<file path="src/rtl/clksel_pkg.sv">
package clksel_pkg;
  localparam int MAIN_DIV_W = 3;
  localparam int SUB_DIV_W  = 2;
  localparam int DIV_W_MAX  = (MAIN_DIV_W > SUB_DIV_W) ? MAIN_DIV_W : SUB_DIV_W;
  localparam int CNT_W      = (1 << DIV_W_MAX) - 1;
  localparam int N_DEST     = 3;

  typedef enum logic [1:0] {
    SRC_XT  = 2'd0,
    SRC_REF = 2'd1,
    SRC_VLO = 2'd2,
    SRC_OSC = 2'd3
  } src_e;

  // Source the auxiliary clock should run from
  function automatic src_e aux_pick(input logic [1:0] sel, input logic fault);
    case (sel)
      2'd0:    return fault ? SRC_REF : SRC_XT;
      2'd1:    return SRC_REF;
      default: return SRC_VLO;
    endcase
  endfunction

  // Source the main and sub-main clocks should run from
  function automatic src_e ms_pick(input logic [1:0] sel, input logic fault, input logic hf);
    if (sel == 2'd0 && fault) return hf ? SRC_OSC : SRC_REF;
    return src_e'(sel);
  endfunction

  // Terminal count of a 2^d divider
  function automatic logic [CNT_W-1:0] div_last(input logic [DIV_W_MAX-1:0] d);
    return (CNT_W'(1) << d) - CNT_W'(1);
  endfunction
endpackage

</file>
<file path="src/rtl/clksel_watchdog.sv">
module clksel_watchdog #(
  parameter int LIMIT = 64
) (
  input  logic clk,
  input  logic rst_n,
  input  logic en_i,
  input  logic xt_tick_i,
  input  logic ref_tick_i,
  output logic fault_o
);
  localparam int CW = $clog2(LIMIT + 1);
  logic [CW-1:0] cnt_q;

  always_ff @(posedge clk or negedge rst_n) begin
    if (!rst_n)                              cnt_q <= '0;
    else if (!en_i || xt_tick_i)             cnt_q <= '0;
    else if (ref_tick_i && cnt_q != CW'(LIMIT)) cnt_q <= cnt_q + CW'(1);
  end

  assign fault_o = en_i && (cnt_q == CW'(LIMIT));

  AST_WD_CLEARS: assert property (@(posedge clk) disable iff (!rst_n)
    xt_tick_i |=> !fault_o);
  AST_WD_NEEDS_REF: assert property (@(posedge clk) disable iff (!rst_n)
    (!ref_tick_i && !fault_o) |=> !fault_o);
  AST_WD_IDLE: assert property (@(posedge clk) disable iff (!rst_n)
    !en_i |=> (cnt_q == '0));
endmodule

</file>
<file path="src/rtl/clksel_switch.sv">
module clksel_switch
  import clksel_pkg::*;
#(
  parameter src_e RST_SRC = SRC_REF
) (
  input  logic                 clk,
  input  logic                 rst_n,
  input  src_e                 want_i,
  input  logic [3:0]           ticks_i,
  input  logic [DIV_W_MAX-1:0] div_i,
  input  logic                 run_i,
  output logic                 tick_o
);
  src_e             cur_q;
  logic             gap_q;
  logic [CNT_W-1:0] cnt_q;
  logic [CNT_W-1:0] last;
  logic             src_tick;
  logic             terminal;

  assign last     = div_last(div_i);
  assign src_tick = ticks_i[cur_q];
  assign terminal = (cnt_q >= last);
  assign tick_o   = run_i && !gap_q && src_tick && terminal;

  always_ff @(posedge clk or negedge rst_n) begin
    if (!rst_n) begin
      cur_q <= RST_SRC;
      gap_q <= 1'b0;
      cnt_q <= '0;
    end else if (gap_q) begin
      cur_q <= want_i;
      gap_q <= 1'b0;
      cnt_q <= '0;
    end else if (want_i != cur_q) begin
      gap_q <= 1'b1;
    end else if (run_i && src_tick) begin
      cnt_q <= terminal ? '0 : cnt_q + CNT_W'(1);
    end
  end

  AST_GAP_ONE_CYCLE: assert property (@(posedge clk) disable iff (!rst_n)
    gap_q |=> !gap_q);
  AST_SRC_AFTER_GAP: assert property (@(posedge clk) disable iff (!rst_n)
    !$stable(cur_q) |-> $past(gap_q));
  AST_CNT_RESTART: assert property (@(posedge clk) disable iff (!rst_n)
    gap_q |=> (cnt_q == '0));
  AST_HOLD_WHEN_OFF: assert property (@(posedge clk) disable iff (!rst_n)
    (!run_i && !gap_q && want_i == cur_q) |=> $stable(cnt_q));
endmodule

</file>
<file path="src/rtl/clksel_failsafe.sv">
module clksel_failsafe
  import clksel_pkg::*;
#(
  parameter int WD_LIMIT = 64
) (
  input  logic                  clk,
  input  logic                  rst_n,
  input  logic                  xt_tick_i,
  input  logic                  ref_tick_i,
  input  logic                  vlo_tick_i,
  input  logic                  osc_tick_i,
  input  logic                  osc_fault_i,
  input  logic                  xt_hf_i,
  input  logic                  xt_autooff_i,
  input  logic [1:0]            aux_sel_i,
  input  logic [1:0]            ms_sel_i,
  input  logic [MAIN_DIV_W-1:0] main_div_i,
  input  logic [SUB_DIV_W-1:0]  sub_div_i,
  input  logic                  sub_off_i,
  input  logic                  clr_xt_flag_i,
  input  logic                  clr_osc_flag_i,
  input  logic                  clr_glob_flag_i,
  output logic                  aux_tick_o,
  output logic                  main_tick_o,
  output logic                  sub_tick_o,
  output logic                  xt_fault_flag_o,
  output logic                  osc_fault_flag_o,
  output logic                  glob_fault_flag_o
);
  logic                 xt_on;
  logic                 xt_fault;
  logic [3:0]           ticks;
  src_e                 want   [N_DEST];
  logic [DIV_W_MAX-1:0] div_sel[N_DEST];
  logic                 run    [N_DEST];
  logic                 dtick  [N_DEST];
  logic                 xt_flag_q, osc_flag_q, glob_q;

  // Crystal stays powered unless auto-off is set and nobody selects it
  assign xt_on = !xt_autooff_i || (aux_sel_i == 2'd0) || (ms_sel_i == 2'd0);
  assign ticks = {osc_tick_i, vlo_tick_i, ref_tick_i, xt_tick_i};

  clksel_watchdog #(.LIMIT(WD_LIMIT)) u_wd (
    .clk       (clk),
    .rst_n     (rst_n),
    .en_i      (xt_on),
    .xt_tick_i (xt_tick_i),
    .ref_tick_i(ref_tick_i),
    .fault_o   (xt_fault)
  );

  always_comb begin
    want[0]    = aux_pick(aux_sel_i, xt_fault);
    want[1]    = ms_pick(ms_sel_i, xt_fault, xt_hf_i);
    want[2]    = want[1];
    div_sel[0] = '0;
    div_sel[1] = DIV_W_MAX'(main_div_i);
    div_sel[2] = DIV_W_MAX'(sub_div_i);
    run[0]     = 1'b1;
    run[1]     = 1'b1;
    run[2]     = !sub_off_i;
  end

  for (genvar g = 0; g < N_DEST; g++) begin : g_dest
    clksel_switch #(.RST_SRC(SRC_REF)) u_sw (
      .clk    (clk),
      .rst_n  (rst_n),
      .want_i (want[g]),
      .ticks_i(ticks),
      .div_i  (div_sel[g]),
      .run_i  (run[g]),
      .tick_o (dtick[g])
    );
  end

  assign aux_tick_o  = dtick[0];
  assign main_tick_o = dtick[1];
  assign sub_tick_o  = dtick[2];

  // Sticky flags: setting wins over a clear strobe in the same cycle
  always_ff @(posedge clk or negedge rst_n) begin
    if (!rst_n) begin
      xt_flag_q  <= 1'b0;
      osc_flag_q <= 1'b0;
      glob_q     <= 1'b0;
    end else begin
      xt_flag_q  <= xt_fault || (xt_flag_q && !clr_xt_flag_i);
      osc_flag_q <= osc_fault_i || (osc_flag_q && !clr_osc_flag_i);
      glob_q     <= xt_flag_q || osc_flag_q || (glob_q && !clr_glob_flag_i);
    end
  end

  assign xt_fault_flag_o   = xt_flag_q;
  assign osc_fault_flag_o  = osc_flag_q;
  assign glob_fault_flag_o = glob_q;

  AST_XT_SET_WINS: assert property (@(posedge clk) disable iff (!rst_n)
    xt_fault |=> xt_flag_q);
  AST_XT_FLAG_HOLD: assert property (@(posedge clk) disable iff (!rst_n)
    (xt_flag_q && !clr_xt_flag_i) |=> xt_flag_q);
  AST_OSC_SET: assert property (@(posedge clk) disable iff (!rst_n)
    osc_fault_i |=> osc_flag_q);
  AST_GLOB_FOLLOWS: assert property (@(posedge clk) disable iff (!rst_n)
    (xt_flag_q || osc_flag_q) |=> glob_q);
  AST_SUB_GATED: assert property (@(posedge clk) disable iff (!rst_n)
    sub_off_i |-> !sub_tick_o);
endmodule

</file>
<file path="config.mk">
export PLATFORM = sky130hd
export DESIGN_NAME = clksel_failsafe
export DESIGN_NICKNAME = d
export VERILOG_FILES = /design/src/rtl/clksel_pkg.sv /design/src/rtl/clksel_watchdog.sv /design/src/rtl/clksel_switch.sv /design/src/rtl/clksel_failsafe.sv
export SDC_FILE = /design/constraint.sdc
export NUM_CORES = 1
export LEC_CHECK = 0
export BUFFER_PORTS_ARGS = -buffer_cell sky130_fd_sc_hd__buf_2
export CAP_MARGIN = 20
export CORE_MARGIN = 3
export CORE_UTILIZATION = 40
export DETAILED_ROUTE_END_ITERATION = 12
export PLACE_DENSITY = 0.7
export SYNTH_ARGS = -nofsm -noshare
export SYNTH_HDL_FRONTEND = slang
export SYNTH_SLANG_ARGS = --single-unit
</file>
<file path="constraint.sdc">
create_clock -name clk -period 3.32 [get_ports clk]
set_clock_uncertainty 0.15 [all_clocks]
set_input_delay 0.166 -clock clk [delete_from_list [all_inputs] [get_ports clk]]
set_output_delay 0.166 -clock clk [all_outputs]
set_load 0.01 [all_outputs]
</file>
==> results.json <==
{
  "hold_class": "input port to flip-flop",
  "drtAntennaViolNets": 0,
  "numCtsBuffers": 5,
  "io_pins": 28,
  "path_class": "flip-flop to flip-flop",
  "num_vias": 1716,
  "antenna_found_initial": 0,
  "drv_slew": 0,
  "n_antenna_cell": 0,
  "rsz0062_at_grt": "no",
  "die_area_um2": 6240,
  "fmax_ghz": 0.435,
  "cp-endpoint": "g_dest[1].u_sw.cnt_q[5]$_DFFE_PN0P_",
  "peakVddDrop_mv": 0.187,
  "grt_pass1_wl_um": 7610,
  "core_um2": 4940,
  "drive_gt1_frac": 0.220,
  "drc": 0,
  "yosys_register_bits": 33,
  "grt_usage": 0.154,
  "ys.warnings.count": 0,
  "critPathMaxFanout": 7,
  "cts.sinks": 33,
  "cp_data_arrival_time_ns": 2.32,
  "r2r_end": "g_dest[1].u_sw.cnt_q[5]$_DFFE_PN0P_",
  "place.port_buffers": 27,
  "hold_violations": 0,
  "overflow": 0,
  "avgSynthCellArea_um2": 9.42,
  "synth_cells": 226,
  "synth-edff-count": 0,
  "vias_per_cell": 5.26,
  "setup_ws_ns": 1.02,
  "fin_setup_tns_ns": 0,
  "hpwl_um": 3250,
  "slew_headroom": 0.512,
  "gp_congestion": 0.808,
  "finalCritPeriodShare": 0.693,
  "clkSlewWorstSetupHoldPaths_ns": 0.07,
  "initial_core_util": 0.431,
  "wl_um": 4280,
  "cp-end-kind": "flip-flop",
  "cts_tree": "done",
  "setup_viol": 0,
  "grt_pass1_vias": 1635,
  "worstMarginPinSlew_ns": 0.732,
  "layout.nets": 295,
  "dieWidth_um": 79.0,
  "max_cap_violations": 0,
  "clockBufferDepth": 2,
  "ff2ff_setup_slack_ns": 1.02,
  "power_density_nw_per_um2": 518,
  "die_h_um": 79.0,
  "syn_nets": 263,
  "routedWlPerCell_um": 13.1,
  "h-tree-depth": 2,
  "first_pass_iters": 4,
  "synth_cell_types": 48,
  "syn_to_final_growth_pct": 15.0,
  "status": "finished clean",
  "startpoint_type": "flip-flop",
  "min_period_ns": 2.30,
  "yosysSeqAreaShare": 0.390,
  "crit_path_start": "u_wd.cnt_q[0]$_DFFE_PN0P_",
  "dpl_worst_slack_ns": 1.02,
  "r2r-start": "u_wd.cnt_q[0]$_DFFE_PN0P_",
  "p_leak_nw": 1.15,
  "reg2regPathDepth": 8,
  "rows": 25,
  "synthFlopType": "dfrtp_1",
  "cp.required_ns": 3.34,
  "grt_max_degree": 34,
  "drtIter0Drc": 112,
  "syn_area_um2": 2130,
  "worst_skew_pair.late_latency_ns": 0.29,
  "postSynth.asyncResetShare": 1.00,
  "ctsRootBufferMaster": "clkbuf_8",
  "ctsResizeCount": 0
}
==> critical path: stages (launching register included) <==
cell	delay [ns]
dfrtp_1	0.40
inv_1	0.10
ha_1	0.15
nor4b_4	0.35
o211ai_1	0.15
a21boi_0	0.30
or2_4	0.21
a21oi_4	0.07
a211o_1	0.30
==> metal layers <==
layer / share of wire / vias to the layer above / GRT usage
met4: 0.018 / 0 / 0.0584
met3: 0.036 / 6 / 0.0340
met2: 0.48 / 29 / 0.242
met5: 0 / - / 0
li1: - / 866 / -
met1: 0.46 / 815 / 0.207
==> flip-flops by register name, indices dropped and copies added, names as in the netlist <==
name               cells
g_dest.u_sw.cnt_q     14
u_wd.cnt_q             7
g_dest.u_sw.cur_q      6
g_dest.u_sw.gap_q      3
glob_fault_flag_o      1
osc_fault_flag_o       1
xt_fault_flag_o        1
==> synth_stat cells (2+ instances only) <==
| master | count | area [um2] |
|---|---|---|
| nor3_1 | 5 | 25.0 |
| dfstp_2 | 3 | 78.8 |
| ha_1 | 15 | 188 |
| nand2b_1 | 9 | 56.3 |
| dfrtp_1 | 30 | 751 |
| and3_1 | 2 | 12.5 |
| nor2_1 | 24 | 90.1 |
| o211ai_1 | 2 | 15.0 |
| clkbuf_1 | 4 | 15.0 |
| o21a_1 | 2 | 15.0 |
| o21ai_0 | 7 | 35.0 |
| xnor2_1 | 5 | 43.8 |
| buf_2 | 2 | 10.0 |
| or3_1 | 2 | 12.5 |
| a21boi_0 | 2 | 15.0 |
| a211oi_2 | 2 | 25.0 |
| a211o_1 | 2 | 17.5 |
| nand4_1 | 4 | 25.0 |
| nor2b_1 | 4 | 25.0 |
| a22o_2 | 2 | 20.0 |
| a21oi_1 | 19 | 95.1 |
| inv_1 | 11 | 41.3 |
| nand2_1 | 17 | 63.8 |
| mux2i_1 | 2 | 20.0 |
| a21o_1 | 3 | 22.5 |
| o22ai_1 | 2 | 12.5 |
| nor3b_1 | 4 | 30.0 |
| mux4_2 | 2 | 45.0 |
| xor2_1 | 4 | 35.0 |
| nand3_1 | 11 | 55.1 |
| mux2_2 | 3 | 33.8 |
| and3b_1 | 2 | 17.5 |
| or2_2 | 3 | 18.8 |
==> per-stage QoR <==
stage                     hold slack [ns]  instances  area (um2)  power [mW]  utilization
after detailed placement            0.120        313        2320       0.989        0.469
final                              0.0442        326        2450        1.27        0.496
after CTS                          0.0396        326        2450        1.29        0.496
after floorplan                    -0.280        226        2130       0.892            -
after global routing               0.0590        326        2450        1.38        0.496
after global placement              0.128        313        2320       0.975        0.469
==> final cells by class <==
cell class                 instances  area [um2]
clock inverter                     1        5.00
clock buffer                       7        76.3
timing repair buffer              32         185
fill                             509        2490
multi-input combinational        175        1230
inverter                          11        41.3
tap                               67        83.8
sequential                        33         830
==> kinds of logic (layout without fill, tap and decap cells) <==
family	after synthesis	after routing	share of synthesized area
flip-flops	33	33	0.390
buffers and inverters	18	51	0.0335
adder cells (fa/ha/maj)	15	15	0.0881
AO/OA/AOI/OAI	49	49	0.160
AND/OR/NAND/NOR	94	94	0.239
XOR/XNOR	9	9	0.0370
multiplexers	8	8	0.0535
==> how the worst min path moves through the flow <==
stage / to / start / depth (start not counted)
4_1_cts: g_dest[0].u_sw.cur_q[1]$_DFFE_PN0P_ / aux_sel_i[1] / 2
2_1_floorplan: g_dest[0].u_sw.cur_q[1]$_DFFE_PN0P_ / rst_n / 0
5_1_grt: g_dest[0].u_sw.cur_q[1]$_DFFE_PN0P_ / aux_sel_i[1] / 2
3_3_place_gp: u_wd.cnt_q[4]$_DFFE_PN0P_ / rst_n / 1
6_report: g_dest[0].u_sw.cur_q[1]$_DFFE_PN0P_ / aux_sel_i[1] / 2
3_5_place_dp: u_wd.cnt_q[4]$_DFFE_PN0P_ / rst_n / 1
==> where the power goes <==
group	internal (mW)	total, mW	switching [mW]
Combinational	0.199	0.382	0.183
Clock	0.147	0.285	0.138
Sequential	0.483	0.601	0.117
==> cells in the final DEF, fill, tap and decap left out, types with 2 or more instances in the layout <==
cell	synthesis	final
nor2b_1	4	4
inv_1	11	11
a211o_1	2	2
clkbuf_1	4	2
clkbuf_8	0	5
and3_1	2	2
dfstp_2	3	3
o21ai_0	7	7
or3_1	2	2
mux4_2	2	2
buf_2	2	27
nor3_1	5	5
a22o_2	2	2
nand4_1	4	4
nand2b_1	9	9
ha_1	15	15
nor2_1	24	24
o22ai_1	2	2
dlygate4sd3_1	0	5
nand2_1	17	17
xnor2_1	5	5
mux2_2	3	3
and3b_1	2	2
o21a_1	2	2
xor2_1	4	4
nand3_1	11	11
a211oi_2	2	2
a21o_1	3	3
a21boi_0	2	2
o211ai_1	2	2
dfrtp_1	30	30
or2_2	3	3
nor3b_1	4	4
a21oi_1	19	19
mux2i_1	2	2
==> repair_timing <==
action	in CTS	in global routing
setup endpoints to repair	0	0
buffers inserted	0	0
hold buffers	5	0
endpoints found under the hold margin	33	0
(Power assumes the default switching activity.)
